$ cat config.mk
export PLATFORM = sky130hd
export DESIGN_NAME = va_region_decoder
export DESIGN_NICKNAME = d
export VERILOG_FILES = /design/src/rtl/va_region_pkg.sv /design/src/rtl/va_area_classify.sv /design/src/rtl/va_page_check.sv /design/src/rtl/va_attr_resolve.sv /design/src/rtl/va_out_stage.sv /design/src/rtl/va_region_decoder.sv
export SDC_FILE = /design/constraint.sdc
export NUM_CORES = 1
export LEC_CHECK = 0
export ABC_AREA = 1
export BUFFER_PORTS_ARGS = -buffer_cell sky130_fd_sc_hd__buf_2
export CORE_MARGIN = 3
export CORE_UTILIZATION = 52
export DETAILED_ROUTE_END_ITERATION = 10
export GPL_TIMING_DRIVEN = 0
export PLACE_DENSITY = 0.87
export SLEW_MARGIN = 20
export SYNTH_ARGS = -nofsm -noshare
export SYNTH_HDL_FRONTEND = slang
export SYNTH_HIERARCHICAL = 1
export SYNTH_SLANG_ARGS = --single-unit
$ cat constraint.sdc
create_clock -name clk -period 2.59 [get_ports clk]
set_clock_uncertainty 0.05 [all_clocks]
set_input_delay 0.259 -clock clk [delete_from_list [all_inputs] [get_ports clk]]
set_output_delay 0.259 -clock clk [all_outputs]
set_load 0.005 [all_outputs]
$ cat src/rtl/va_region_pkg.sv
package va_region_pkg;

    localparam int VA_W   = 32;
    localparam int PA_W   = 32;
    localparam int PSZ_W  = 4;
    localparam int AREA_W = 4;
    localparam int SEG_W  = 3;
    localparam int SEG_LSB = VA_W - SEG_W;

    // upper bits that identify the user windows inside the top segment
    localparam int SQ_TAG_W  = 6;
    localparam logic [SQ_TAG_W-1:0] SQ_TAG = 6'b111000;
    localparam int OCM_TAG_W = 8;
    localparam logic [OCM_TAG_W-1:0] OCM_TAG = 8'hE5;

    localparam logic [SEG_W-1:0] CTRL_SEG = 3'b111;

    typedef enum logic [AREA_W-1:0] {
        AREA_NONE = 4'd0,
        AREA_U0   = 4'd1,
        AREA_P0   = 4'd2,
        AREA_P1   = 4'd3,
        AREA_P2   = 4'd4,
        AREA_P3   = 4'd5,
        AREA_P4   = 4'd6,
        AREA_SQ   = 4'd7,
        AREA_OCM  = 4'd8
    } area_e;

    typedef struct packed {
        area_e area;
        logic  fault;
        logic  xlat_able;
    } seg_info_t;

    typedef struct packed {
        area_e            area;
        logic             cacheable;
        logic             need_xlat;
        logic             addr_err;
        logic             wt;
        logic [PA_W-1:0]  pa;
        logic             size_bad;
        logic             cfg_viol;
    } attr_t;

    localparam int ATTR_W = $bits(attr_t);

    function automatic logic size_code_ok(input logic [PSZ_W-1:0] code,
                                          input logic ext);
        logic ok;
        if (ext) begin
            ok = (code < 4'd8);
        end else begin
            unique case (code)
                4'd0, 4'd1, 4'd3, 4'd5: ok = 1'b1;
                default:                ok = 1'b0;
            endcase
        end
        return ok;
    endfunction

    function automatic logic [PA_W-1:0] strip_seg(input logic [VA_W-1:0] a);
        return {{SEG_W{1'b0}}, a[SEG_LSB-1:0]};
    endfunction

endpackage

$ cat src/rtl/va_area_classify.sv
module va_area_classify
    import va_region_pkg::*;
(
    input  logic [VA_W-1:0] va,
    input  logic            priv,
    output seg_info_t       seg
);
    logic [SEG_W-1:0] top;
    logic in_sq, in_ocm;

    assign top    = va[VA_W-1:SEG_LSB];
    assign in_sq  = (va[VA_W-1 -: SQ_TAG_W]  == SQ_TAG);
    assign in_ocm = (va[VA_W-1 -: OCM_TAG_W] == OCM_TAG);

    always_comb begin
        seg = '{area: AREA_NONE, fault: 1'b0, xlat_able: 1'b0};
        if (priv) begin
            unique case (top)
                3'd4:    seg.area = AREA_P1;
                3'd5:    seg.area = AREA_P2;
                3'd6:    begin seg.area = AREA_P3; seg.xlat_able = 1'b1; end
                3'd7:    seg.area = AREA_P4;
                default: begin seg.area = AREA_P0; seg.xlat_able = 1'b1; end
            endcase
        end else if (!va[VA_W-1]) begin
            seg.area      = AREA_U0;
            seg.xlat_able = 1'b1;
        end else if (top == 3'd7 && in_sq) begin
            seg.area = AREA_SQ;
        end else if (top == 3'd7 && in_ocm) begin
            seg.area = AREA_OCM;
        end else begin
            seg.fault = 1'b1;
        end
    end
endmodule

$ cat src/rtl/va_page_check.sv
module va_page_check
    import va_region_pkg::*;
(
    input  logic             active,
    input  logic             tlb_ext,
    input  logic [PSZ_W-1:0] pg_size,
    input  logic [PA_W-1:0]  pg_pa,
    input  logic             pg_c,
    output logic             size_bad,
    output logic             cfg_viol
);
    always_comb begin
        size_bad = active && !size_code_ok(pg_size, tlb_ext);
        cfg_viol = active && pg_c && (pg_pa[PA_W-1 -: SEG_W] == CTRL_SEG);
    end
endmodule

$ cat src/rtl/va_attr_resolve.sv
module va_attr_resolve
    import va_region_pkg::*;
(
    input  seg_info_t        seg,
    input  logic [VA_W-1:0]  va,
    input  logic             mmu_en,
    input  logic             cache_en,
    input  logic             glob_wt,
    input  logic [PA_W-1:0]  pg_pa,
    input  logic             pg_c,
    input  logic             pg_wt,
    input  logic             size_bad,
    input  logic             cfg_viol,
    output logic             xlat_on,
    output attr_t            attr
);
    assign xlat_on = !seg.fault && seg.xlat_able && mmu_en;

    always_comb begin
        attr = '0;
        if (!seg.fault) begin
            attr.area = seg.area;
            if (seg.xlat_able) begin
                if (mmu_en) begin
                    attr.need_xlat = 1'b1;
                    attr.pa        = pg_pa;
                    attr.cacheable = cache_en & pg_c;
                    attr.wt        = pg_wt;
                    attr.size_bad  = size_bad;
                    attr.cfg_viol  = cfg_viol;
                end else begin
                    attr.pa        = strip_seg(va);
                    attr.cacheable = cache_en;
                    attr.wt        = glob_wt;
                end
            end else begin
                unique case (seg.area)
                    AREA_P1: begin
                        attr.pa        = strip_seg(va);
                        attr.cacheable = cache_en;
                        attr.wt        = glob_wt;
                    end
                    AREA_P2: attr.pa = strip_seg(va);
                    default: attr.pa = va;
                endcase
            end
        end else begin
            attr.addr_err = 1'b1;
        end
    end
endmodule

$ cat src/rtl/va_out_stage.sv
module va_out_stage #(
    parameter int DW = 8
) (
    input  logic          clk,
    input  logic          rst,
    input  logic          in_valid,
    output logic          in_ready,
    input  logic [DW-1:0] in_data,
    output logic          out_valid,
    input  logic          out_ready,
    output logic [DW-1:0] out_data
);
    assign in_ready = !out_valid || out_ready;

    always_ff @(posedge clk) begin
        if (rst) begin
            out_valid <= 1'b0;
            out_data  <= '0;
        end else if (in_ready) begin
            out_valid <= in_valid;
            if (in_valid) begin
                out_data <= in_data;
            end
        end
    end
endmodule

$ cat src/rtl/va_region_decoder.sv
module va_region_decoder
    import va_region_pkg::*;
(
    input  logic              clk,
    input  logic              rst,
    input  logic              in_valid,
    output logic              in_ready,
    input  logic [VA_W-1:0]   va,
    input  logic              priv,
    input  logic              mmu_en,
    input  logic              tlb_ext,
    input  logic              cache_en,
    input  logic              glob_wt,
    input  logic [PA_W-1:0]   pg_pa,
    input  logic              pg_c,
    input  logic              pg_wt,
    input  logic [PSZ_W-1:0]  pg_size,
    output logic              out_valid,
    input  logic              out_ready,
    output logic [AREA_W-1:0] out_area,
    output logic              out_cacheable,
    output logic              out_need_xlat,
    output logic              out_addr_err,
    output logic              out_wt,
    output logic [PA_W-1:0]   out_pa,
    output logic              out_size_bad,
    output logic              out_cfg_viol
);
    seg_info_t seg;
    attr_t     attr_d;
    attr_t     attr_q;
    logic      xlat_on;
    logic      size_bad, cfg_viol;
    logic [ATTR_W-1:0] q_bits;

    va_area_classify u_cls (
        .va   (va),
        .priv (priv),
        .seg  (seg)
    );

    va_page_check u_pchk (
        .active   (xlat_on),
        .tlb_ext  (tlb_ext),
        .pg_size  (pg_size),
        .pg_pa    (pg_pa),
        .pg_c     (pg_c),
        .size_bad (size_bad),
        .cfg_viol (cfg_viol)
    );

    va_attr_resolve u_res (
        .seg      (seg),
        .va       (va),
        .mmu_en   (mmu_en),
        .cache_en (cache_en),
        .glob_wt  (glob_wt),
        .pg_pa    (pg_pa),
        .pg_c     (pg_c),
        .pg_wt    (pg_wt),
        .size_bad (size_bad),
        .cfg_viol (cfg_viol),
        .xlat_on  (xlat_on),
        .attr     (attr_d)
    );

    va_out_stage #(.DW(ATTR_W)) u_stage (
        .clk       (clk),
        .rst       (rst),
        .in_valid  (in_valid),
        .in_ready  (in_ready),
        .in_data   (attr_d),
        .out_valid (out_valid),
        .out_ready (out_ready),
        .out_data  (q_bits)
    );

    assign attr_q        = attr_t'(q_bits);
    assign out_area      = attr_q.area;
    assign out_cacheable = attr_q.cacheable;
    assign out_need_xlat = attr_q.need_xlat;
    assign out_addr_err  = attr_q.addr_err;
    assign out_wt        = attr_q.wt;
    assign out_pa        = attr_q.pa;
    assign out_size_bad  = attr_q.size_bad;
    assign out_cfg_viol  = attr_q.cfg_viol;
endmodule

; ---- After elaboration in Yosys (flattened, before gate mapping)
; Index checks and enable logic that the tools add are counted.
[totals]
reg_bits = 43
input_bits = 79
output_inout_bits = 44
wordCells = 60
[classes]
magnitude_cmp = 1
n_eq_ne = 12
n_mux = 28
n_bitwise = 1
reduce_logical = 16
[ops]
columns = cell, count
row1 = 2-to-1 mux 33 bit, 2
row2 = 2-to-1 mux 35 bit, 1
row3 = 2-to-1 mux 32 bit, 1
row4 = 2-to-1 mux 1 bit, 16
row5 = 2-to-1 mux 4 bit, 4
row6 = equality test 3 bit (second input constant), 5
row7 = one-hot mux 3 bit (4 select lines), 1
row8 = equality test 4 x 2 -> 1 bit (second input constant), 2
row9 = equality test 4 x 3 -> 1 bit (second input constant), 2
row10 = equality test 8 bit (second input constant), 1
row11 = logical AND 1 bit, 7
row12 = equality test 6 bit (second input constant), 1
row13 = 2-to-1 mux 6 bit, 1
row14 = equality test 4 x 1 -> 1 bit (second input constant), 1
row15 = zero test 4 bit, 1
row16 = less-than comparator 4 bit (second input constant), 1
row17 = 2-to-1 mux 2 bit, 2
row18 = OR reduction 4 bit, 1
row19 = zero test 1 bit, 3
row20 = OR reduction 3 bit, 1
row21 = AND reduction 2 bit, 1
row22 = OR reduction 2 bit, 1
row23 = AND 1 bit, 1
row24 = logical OR 1 bit, 1

; ---- Longest topological paths before layout
; Gate-level depths: netlist of the first run.
[logic_depth]
word_depth = 14
mapped_depth = 15
mapped_depth_nobuf = 15

; ---- By module
; Netlist of the first run, hierarchy kept.
[by_module_without_submodules]
columns = module, instances, cells_per_inst, area_per_inst_um2, seq_area_each_um2
row1 = va_out_stage, 1, 280, 2102.0, 860.8
row2 = va_attr_resolve, 1, 147, 626.9, 0.0
row3 = va_area_classify, 1, 27, 148.9, 0.0
row4 = va_page_check, 1, 13, 60.1, 0.0

; ---- Worst setup path before layout of the first run
; OpenSTA, ideal clock, no wires.
[synth_path]
path_type = input -> register
from = input port priv
to = register u_stage.out_data[0]
setup_ps = 64
arrival_ps = 1574
t_required_ps = 2476
path_slack_ps = 902
path_stages = 13
n_path_buf = 1
path_cell_list = inv_1 o31ai_1 nand2_2 clkbuf_2 nor2_1 nand2_1 nor2_1 inv_1 nor2_1 inv_1 nand3_1 nand2_1 nor2_1
[synth_rtl]
columns = element, line_no
row1 = start: declaration, va_region_decoder.sv:9  ; input logic priv,
row2 = end signal: assignment, va_out_stage.sv:22  ; out_data <= in_data;
row3 = end: declaration, va_out_stage.sv:11  ; output logic [DW-1:0] out_data

==> impl_metrics.toml, run 1 <==
[clocking]
numCtsBuffers = 5
clock-root-buffer = "clkbuf_8"
cts.clk_slew.worst_paths_ps = 80
cts_max_level = 2
ctsResizeCount = 0
ctsHoldBuffers = 0
cts_buffer_depth = 2
cts_sinks = 43
post_cts_buffers = 0
cts_tree = "yes"
clk_latency_ps = 280

[global_routing]
antenna_found_initial = 0
grt_pass1_wl_um = 12700
grt_pass1_vias = 3005
track_usage = 0.240
gr-total-overflow = 0
grt_max_degree = 13

[setup_path]
cp_max_fo = 10
worstPathBufferInverterCount = 6
crit_start = "priv"
cp_slowest_cell = "o31ai_1"
cpMostUsedCell = "inv_1"
ff2ff_setup_slack_ps = 1440
cp_data_arrival_time_ps = 2200
start_kind = "primary input"
max_stage_delay_ps = 460
crit_path_cell_trace = "buf_2, inv_1, o31ai_1, nand2_2, clkbuf_2, nor2_1, inv_1, a21oi_2, inv_1, nor2_1, inv_1, nand3_1, nand2_1, nor2_1"
worstSetupEndpointType = "flip-flop"
rr_endpoint = "u_stage/out_data[6]"
rr_startpoint = "u_stage/out_valid"
required_ps = 2770
path_class = "primary input to flip-flop"
crit_family = "simple AND/OR/NAND/NOR gates"
reg2reg_depth = 5

[sta]
layout_setup_ws_ps = 569
max_slew_margin = 0.585
tightest_slew_ps = 621
fin_crit_sh = 0.780
finalMaxSlewViolations = 0
finalSetupViolCount = 0
finalSetupTns_ps = 0
finalHoldViolations = 0
fmax_mhz = 495
fin_crit_ps = 2020
rsz0062_at_grt = "false"

[synth]
synth-seq-cells = 43
syn_area_mm2 = 0.00294
syn_nets = 546
yosys_warnings = 6
ys_types = 23
synth.yosys.seq_area_share = 0.293
synthCells = 467
synth.avg_cell_area_um2 = 6.29

[power_and_ir_drop]
p_leak_nw = 2.01
powerDensity_mw_per_mm2 = 447
vdd_ir_drop_max_uv = 205

[worst_hold_path]
hold_start = "rst"
holdCritPathClass = "primary input to flip-flop"
hold_end = "u_stage/out_valid"
whs_path_depth = 2

[detailed_routing]
drt_iter0_markers = 119
wl_per_cell_um = 11.6
wirelength_um = 7740
via_count = 3293
first_pass_iters = 4
vias_per_cell = 4.95
ant_nets = 0
drc_errors = 0

[outcome]
outcome = "finished clean"

[die]
ios = 123
dieHeight_um = 81.2
num_rows = 26
core_mm2 = 0.00527
die_area_mm2 = 0.00659
initial_core_util = 0.557
die_x_um = 81.2

[final_layout]
fillCellCount = 480
layout_commonest_cell = "buf_2"
layout_common_cells = "buf_2, nor2_1, nand2_1"
syn_to_final_growth_pct = 26.6
drive_above_1_share = 0.356
num_antenna_cells = 0
final_nets = 674

[placement]
dp_slack_ps = 323
hpwl_um = 5960
io_buffers = 121
gp_congestion = 0.885

[flow_run]
max-cap-violations = 0
==> worst register-to-register path, stage by stage (launching register included) <==
cell and delay [ps]:
dfxtp_1 400, nand2_4 90, buf_6 150, buf_6 150, a21oi_2 140, nor2_1 60
==> cell families (layout without fill, tap and decap cells) <==
kind of cell	count (synthesis)	after routing	synth area share
flip-flops	43	43	0.293
buffers and inverters	99	227	0.167
AO/OA/AOI/OAI	84	84	0.198
AND/OR/NAND/NOR	241	241	0.342
==> power by group <==
group,leakage (nW),internal (mW),switching [mW]
Combinational,1.60,0.222,0.269
Sequential,0.356,0.714,0.0339
Clock,0.0470,0.209,0.216
==> per-stage QoR <==
step,total power [mW],hold WS (ps),instance area [um2],utilization,cells
after global placement,1.24,395,3630,0.689,658
after floorplan,1.08,271,2940,-,467
after global routing,1.77,81.1,3720,0.706,665
after CTS,1.67,88.5,3720,0.706,665
final,1.66,95.0,3720,0.706,665
after detailed placement,1.25,399,3630,0.689,658
==> metal layers <==
| layer | share of wire | track usage | vias up |
|---|---|---|---|
| met5 | 0 | 0 | - |
| met2 | 0.49 | 0.444 | 117 |
| met1 | 0.42 | 0.281 | 1473 |
| met4 | 0.013 | 0.0743 | 0 |
| met3 | 0.076 | 0.0388 | 8 |
| li1 | - | - | 1695 |
==> layout make-up <==
class	count	area, um2	share of cell area
inverter	67	254	0.0683
tap	70	87.6	0.0236
clock buffer	6	82.6	0.0222
buffer	32	238	0.0639
timing repair buffer	121	606	0.163
clock inverter	1	5.00	0.00135
multi-input combinational	325	1590	0.426
sequential	43	861	0.231
==> cell usage after synthesis, drive strengths merged <==
master | instances | share of area
nor2 | 120 | 0.16
nand2 | 73 | 0.098
inv | 65 | 0.083
a21oi | 51 | 0.14
nand3 | 47 | 0.084
dfxtp | 43 | 0.29
o21ai | 32 | 0.055
buf | 25 | 0.071
clkbuf | 7 | 0.010
clkinv | 2 | 0.0034
nor3 | 1 | 0.0034
o31ai | 1 | 0.0026
==> worst max-delay path by stage <==
stage / to / cells after the start
5_1_grt: u_stage/out_data[0] / 14
2_1_floorplan: u_stage/out_data[0] / 13
3_3_place_gp: u_stage/out_data[0] / 14
3_5_place_dp: u_stage/out_data[1] / 14
6_report: u_stage/out_data[1] / 14
4_1_cts: u_stage/out_data[1] / 14
==> flip-flops by register name (all words and copies together), names as in the netlist <==
register           count
u_stage/out_valid      1
u_stage/out_data      42
Note: power is estimated with default switching activity, not from simulation.
==> inputs of run 2 (changes only) <==
Settings changed: CORE_UTILIZATION 52 to 44, PLACE_DENSITY 0.87 to 0.78.
Clock period 2.59 ns to 1.7 ns, I/O delays scaled along.
==> run 2 against run 1 <==
Effect of this change:
- clock power rose by 120%
- highest routed layer unchanged
- combinational power rose by 54%
- first-iteration DRC count fell by 26%
- utilization fell by 11 points
- via count fell by 1.7%
- worst setup slack got worse by 460 ps
- global-route usage fell by 3.8 points
- largest cell class unchanged
==> impl_metrics.toml, run 2 (synthesis results as in run 1) <==
[outcome]
outcome = "finished clean"

[setup_path]
crit_family = "simple AND/OR/NAND/NOR gates"
cp_max_fo = 10
crit_path_cell_trace = "buf_2, inv_1, o31ai_4, nand2_2, clkbuf_2, nor2_1, inv_1, a21oi_2, inv_1, nor2_1, inv_1, nand3_1, nand2_1, nor2_1"
worstSetupEndpointType = "flip-flop"
max_stage_delay_ps = 280
path_class = "primary input to flip-flop"
required_ps = 1880
cpMostUsedCell = "inv_1"
start_kind = "primary input"
worstPathBufferInverterCount = 6
cp_data_arrival_time_ps = 1770
cp_slowest_cell = "o31ai_4"

[sta]
finalMaxSlewViolations = 0
fin_crit_sh = 0.936
tightest_slew_ps = 451
max_slew_margin = 0.699
finalHoldViolations = 0
finalSetupViolCount = 0
layout_setup_ws_ps = 109
finalSetupTns_ps = 0
fmax_mhz = 628
fin_crit_ps = 1590

[final_layout]
final_cells = 675
largest_register = "u_stage/out_data"
largest_reg_flops = 42
layout_common_cells = "buf_2, nor2_1, nand2_1"
drive_above_1_share = 0.361
num_antenna_cells = 0
syn_to_final_growth_pct = 29.8
final_nets = 676
top_regs = "u_stage/out_data (42), u_stage/out_valid (1)"
fillCellCount = 657
layout_commonest_cell = "buf_2"

[detailed_routing]
wl_per_cell_um = 11.7
drt_iter0_markers = 88
vias_per_cell = 4.80
ant_nets = 0
drc_errors = 0
via_count = 3238
wirelength_um = 7890
first_pass_iters = 4

[global_routing]
top_usage_layer = "met2"
antenna_found_initial = 0
grt_max_degree = 14
grt_pass1_vias = 2931
met2_usage = 0.364
use_met3 = 0.0470
use_met1 = 0.236
gr-total-overflow = 0
grt_pass1_wl_um = 12600
track_usage = 0.202

[placement]
dp_slack_ps = -456
gp_congestion = 0.871
io_buffers = 121
dp_cells = 665
hpwl_um = 6080

[power_and_ir_drop]
p_int_mw = 2.02
switching_share = 0.285
switchingPower_mw = 0.805
p_leak_nw = 2.04
p_seq_frac = 0.404
p_clk_frac = 0.329
vdd_ir_drop_max_uv = 309
comb_power_share = 0.268
powerDensity_mw_per_mm2 = 740

[die]
dieHeight_um = 87.7
initial_core_util = 0.457
core_mm2 = 0.00642
num_rows = 29
ios = 123
die_x_um = 87.7
die_area_mm2 = 0.00769

[clocking]
numCtsBuffers = 5
clock-root-buffer = "clkbuf_8"
cts_tree = "yes"
clk_latency_ps = 280
cts_buffer_depth = 2
cts.clk_slew.worst_paths_ps = 80
cts_sinks = 43
cts_max_level = 2

[flow_run]
max-cap-violations = 0

[worst_hold_path]
holdCritPathClass = "primary input to flip-flop"
[run 2: power groups by stage]
stage,clock network [mW],registers (mW),logic (mW)
finish,0.928,1.14,0.755
floorplan,0,1.17,0.469
global route,0.993,1.15,0.858
global placement,0,1.16,0.728
detailed placement,0,1.17,0.744
CTS,0.952,1.14,0.754
[run 2: cell type report]
cell class,count,area (um2),area share
well taps,77,96.3,0.0253
multi-input cells,325,1610,0.422
clock buffers,6,72.6,0.0190
plain buffers,32,238,0.0623
repair buffers,123,623,0.163
inverters,67,254,0.0666
flip-flops and latches,43,861,0.226
clock inverters,2,60.1,0.0157
[run 2: timing repair]
action | in CTS | in global routing
pin swaps | 1 | 0
setup endpoints to repair | 19 | 25
resized for setup | 2 | 4
endpoints found under the hold margin | 1 | 0
hold buffers | 1 | 0
buffers inserted | 1 | 0
[run 2: worst paths after layout]
check,start,end,slack [ps],depth (start not counted)
hold reg to reg,u_stage/out_data[36],u_stage/out_data[36],430,2
hold / removal,in_valid,u_stage/out_data[41],170,4
setup / recovery,priv,u_stage/out_data[1],110,14
setup reg to reg,u_stage/out_valid,u_stage/out_data[11],590,5
[run 2: metrics by stage]
| stage | power (mW) | instance area (um2) | utilization | hold WS (ps) |
|---|---|---|---|---|
| after floorplan | 1.64 | 2940 | - | 182 |
| after global placement | 1.89 | 3640 | 0.567 | 306 |
| after detailed placement | 1.91 | 3640 | 0.567 | 309 |
| after CTS | 2.85 | 3800 | 0.591 | 163 |
| after global routing | 3.00 | 3810 | 0.594 | 190 |
| final | 2.82 | 3810 | 0.594 | 173 |
[run 2: worst reg2reg max path, cell delays in order, from the launching register on]
cell     delay [ps]
dfxtp_1         390
nand2_4          80
buf_6           150
buf_6           160
a21oi_2         120
nor2_1           60
[run 2: per-layer routing]
layer	wire [um]	part of all wire
met1	3290	0.42
met2	3850	0.49
met3	644	0.082
met4	100	0.013
met5	0	0
==> inputs of run 3 (changes only) <==
--- a/config.mk
+++ b/config.mk
@@ -10,3 +10,3 @@
 export CORE_MARGIN = 3
-export CORE_UTILIZATION = 44
+export CORE_UTILIZATION = 42
 export DETAILED_ROUTE_END_ITERATION = 10
@@ -17,3 +17,2 @@
 export SYNTH_HDL_FRONTEND = slang
-export SYNTH_HIERARCHICAL = 1
 export SYNTH_SLANG_ARGS = --single-unit
==> constraint.sdc (replaced) <==
create_clock -name clk -period 1.7 [get_ports clk]
set_clock_uncertainty 0.05 [all_clocks]
set_input_delay 0.085 -clock clk [delete_from_list [all_inputs] [get_ports clk]]
set_output_delay 0.085 -clock clk [all_outputs]
set_load 0.005 [all_outputs]
==> run 3 against run 2 <==
Effect of this change:
- via count is 7.0% lower
- critical path depth shrank 8
- count of clock-buffer cells in the layout unchanged
- largest power group unchanged
==> impl_metrics.toml, run 3 <==
[sta]
fmax_mhz = 649
finalSetupTns_ps = 0
fin_crit_ps = 1540
fin_crit_sh = 0.906
finalMaxSlewViolations = 0
layout_setup_ws_ps = 159
finalHoldViolations = 0
rsz0062_at_grt = "false"
tightest_slew_ps = 486
finalSetupViolCount = 0
max_slew_margin = 0.676

[synth]
synth_common_cells = "nand2_1, o21ai_0, inv_1, a21oi_1, dfxtp_1"
synth_top_family_by_area = "simple AND/OR/NAND/NOR gates"
synth_adder_area_share = 0
syn_area_mm2 = 0.00256
yosys_warnings = 0
ys_types = 25
yosysMostFrequentCell = "nand2_1"
synthTopCellsByArea = "dfxtp_1, nand2_1, o21ai_0, a21oi_1, nand3_1"
synth_mux_area_frac = 0
synth_edf_count = 0
synth_flop_cell = "dfxtp_1"
synth_compound_area_frac = 0.237
ys_async_sr_fraction = 0
synth.avg_cell_area_um2 = 6.36
yosys.area.top_type = "dfxtp_1"
synthCells = 403
syn_nets = 482
synth-xor-area-share = 0
synth_top_area_share = 0.336
synthSimpleGateAreaFrac = 0.282
synth-seq-cells = 43
synth.yosys.seq_area_share = 0.336

[clocking]
cts_buffer_depth = 2
post_cts_buffers = 0
clock-root-buffer = "clkbuf_8"
cts_tree = "yes"
ctsHoldBuffers = 0
numCtsBuffers = 5
cts.clk_slew.worst_paths_ps = 90
cts_sinks = 43
clk_latency_ps = 300
ctsResizeCount = 0
cts_max_level = 2

[global_routing]
grt_max_degree = 14
gr-total-overflow = 0
antenna_found_initial = 0
top_usage_layer = "met2"
grt_pass1_vias = 2866
track_usage = 0.215
use_met1 = 0.272
met2_usage = 0.356
use_met3 = 0.0579
grt_pass1_wl_um = 12800

[outcome]
outcome = "finished clean"

[detailed_routing]
wl_per_cell_um = 12.8
via_count = 3012
vias_per_cell = 5.00
first_pass_iters = 4
ant_nets = 0
drc_errors = 0
drt_iter0_markers = 144
wirelength_um = 7700

[final_layout]
layout_common_cells = "buf_2, nand2_1, o21ai_0"
utilization = 0.590
syn_to_final_growth_pct = 31.3
top_regs = "u_stage.out_data (42), u_stage.out_valid (1)"
largest_reg_flops = 42
layout_commonest_cell = "buf_2"
largest_register = "u_stage.out_data"
final_nets = 608
drive_above_1_share = 0.300
final_area_mm2 = 0.00337
num_antenna_cells = 0

[placement]
hpwl_um = 5810
io_buffers = 119
place_area_mm2 = 0.00325
gp_congestion = 0.867
dp_slack_ps = 162

[setup_path]
path_class = "flip-flop to flip-flop"
ff2ff_setup_slack_ps = 160
start_kind = "flip-flop"
cp_data_arrival_time_ps = 1650
required_ps = 1810
cp_max_fo = 10
worstSetupEndpointType = "flip-flop"

[power_and_ir_drop]
powerDensity_mw_per_mm2 = 741
comb_power_share = 0.229
p_int_mw = 1.79
vdd_ir_drop_max_uv = 442
p_clk_frac = 0.333
fin_total_pwr_mw = 2.49
switchingPower_mw = 0.707
switching_share = 0.283
p_seq_frac = 0.438
p_leak_nw = 1.73

[die]
num_rows = 27
dieHeight_um = 84.1
core_mm2 = 0.00571
initial_core_util = 0.449
die_area_mm2 = 0.00708
ios = 123
die_x_um = 84.1

[worst_hold_path]
holdCritPathClass = "primary input to flip-flop"

[flow_run]
max-cap-violations = 0
run 3: cell types whose count changed after synthesis, moves of 8 or more:
cell     change
nand2_1     +41
inv_1       -14
a21oi_2     -41
o21ai_0     +22
nand3_1     -11
o21ai_1     +14
buf_6        -8
a21oi_1     +35
nor2_1     -109
run 3: path summary, 6_finish.rpt:
check / start / endpoint / depth (start not counted)
max: u_stage.out_valid / u_stage.out_data[3] / 6
min: pg_size[3] / u_stage.out_data[1] / 3
max reg2reg: u_stage.out_valid / u_stage.out_data[3] / 6
min reg2reg: u_stage.out_data[19] / u_stage.out_data[19] / 2
run 3: cell families (layout without fill, tap and decap cells):
logic type,count (synthesis),in the layout
buf+inv,77,204
simple gates,165,165
compound gates,118,118
flops,43,43
run 3: critical path: stages (launching register included):
cell and delay, ps:
dfxtp_1 340, a21oi_2 360, inv_1 90, buf_2 210
buf_2 210, nand2_1 70, a21oi_1 70
run 3: area by class of cell:
cell class / count / area [um2]
well taps: 72 / 90.1
inverters: 47 / 176
fillers: 582 / 2340
flip-flops and latches: 43 / 861
repair buffers: 119 / 596
plain buffers: 30 / 198
clock buffers: 6 / 82.6
multi-input cells: 283 / 1330
clock inverters: 2 / 35.0
run 3: per-stage QoR:
| stage | hold WS [ps] | cells |
|---|---|---|
| 6_report | 30.2 | 602 |
| 3_5_place_dp | 326 | 594 |
| 2_1_floorplan | 208 | 403 |
| 3_3_place_gp | 314 | 594 |
| 5_1_grt | 49.9 | 602 |
| 4_1_cts | 27.0 | 602 |
run 3: metal layers:
| metal | part of all wire | up-vias |
|---|---|---|
| met5 | 0 | - |
| met4 | 0.014 | 0 |
| met3 | 0.086 | 12 |
| met2 | 0.47 | 98 |
| met1 | 0.43 | 1346 |
| li1 | - | 1556 |
run 3: power groups by stage:
stage | Clock [mW] | Combinational, mW | Sequential (mW)
3_3_place_gp | 0 | 0.560 | 1.11
4_1_cts | 0.846 | 0.573 | 1.09
2_1_floorplan | 0 | 0.332 | 1.12
6_report | 0.831 | 0.571 | 1.09
5_1_grt | 0.882 | 0.648 | 1.10
3_5_place_dp | 0 | 0.569 | 1.11
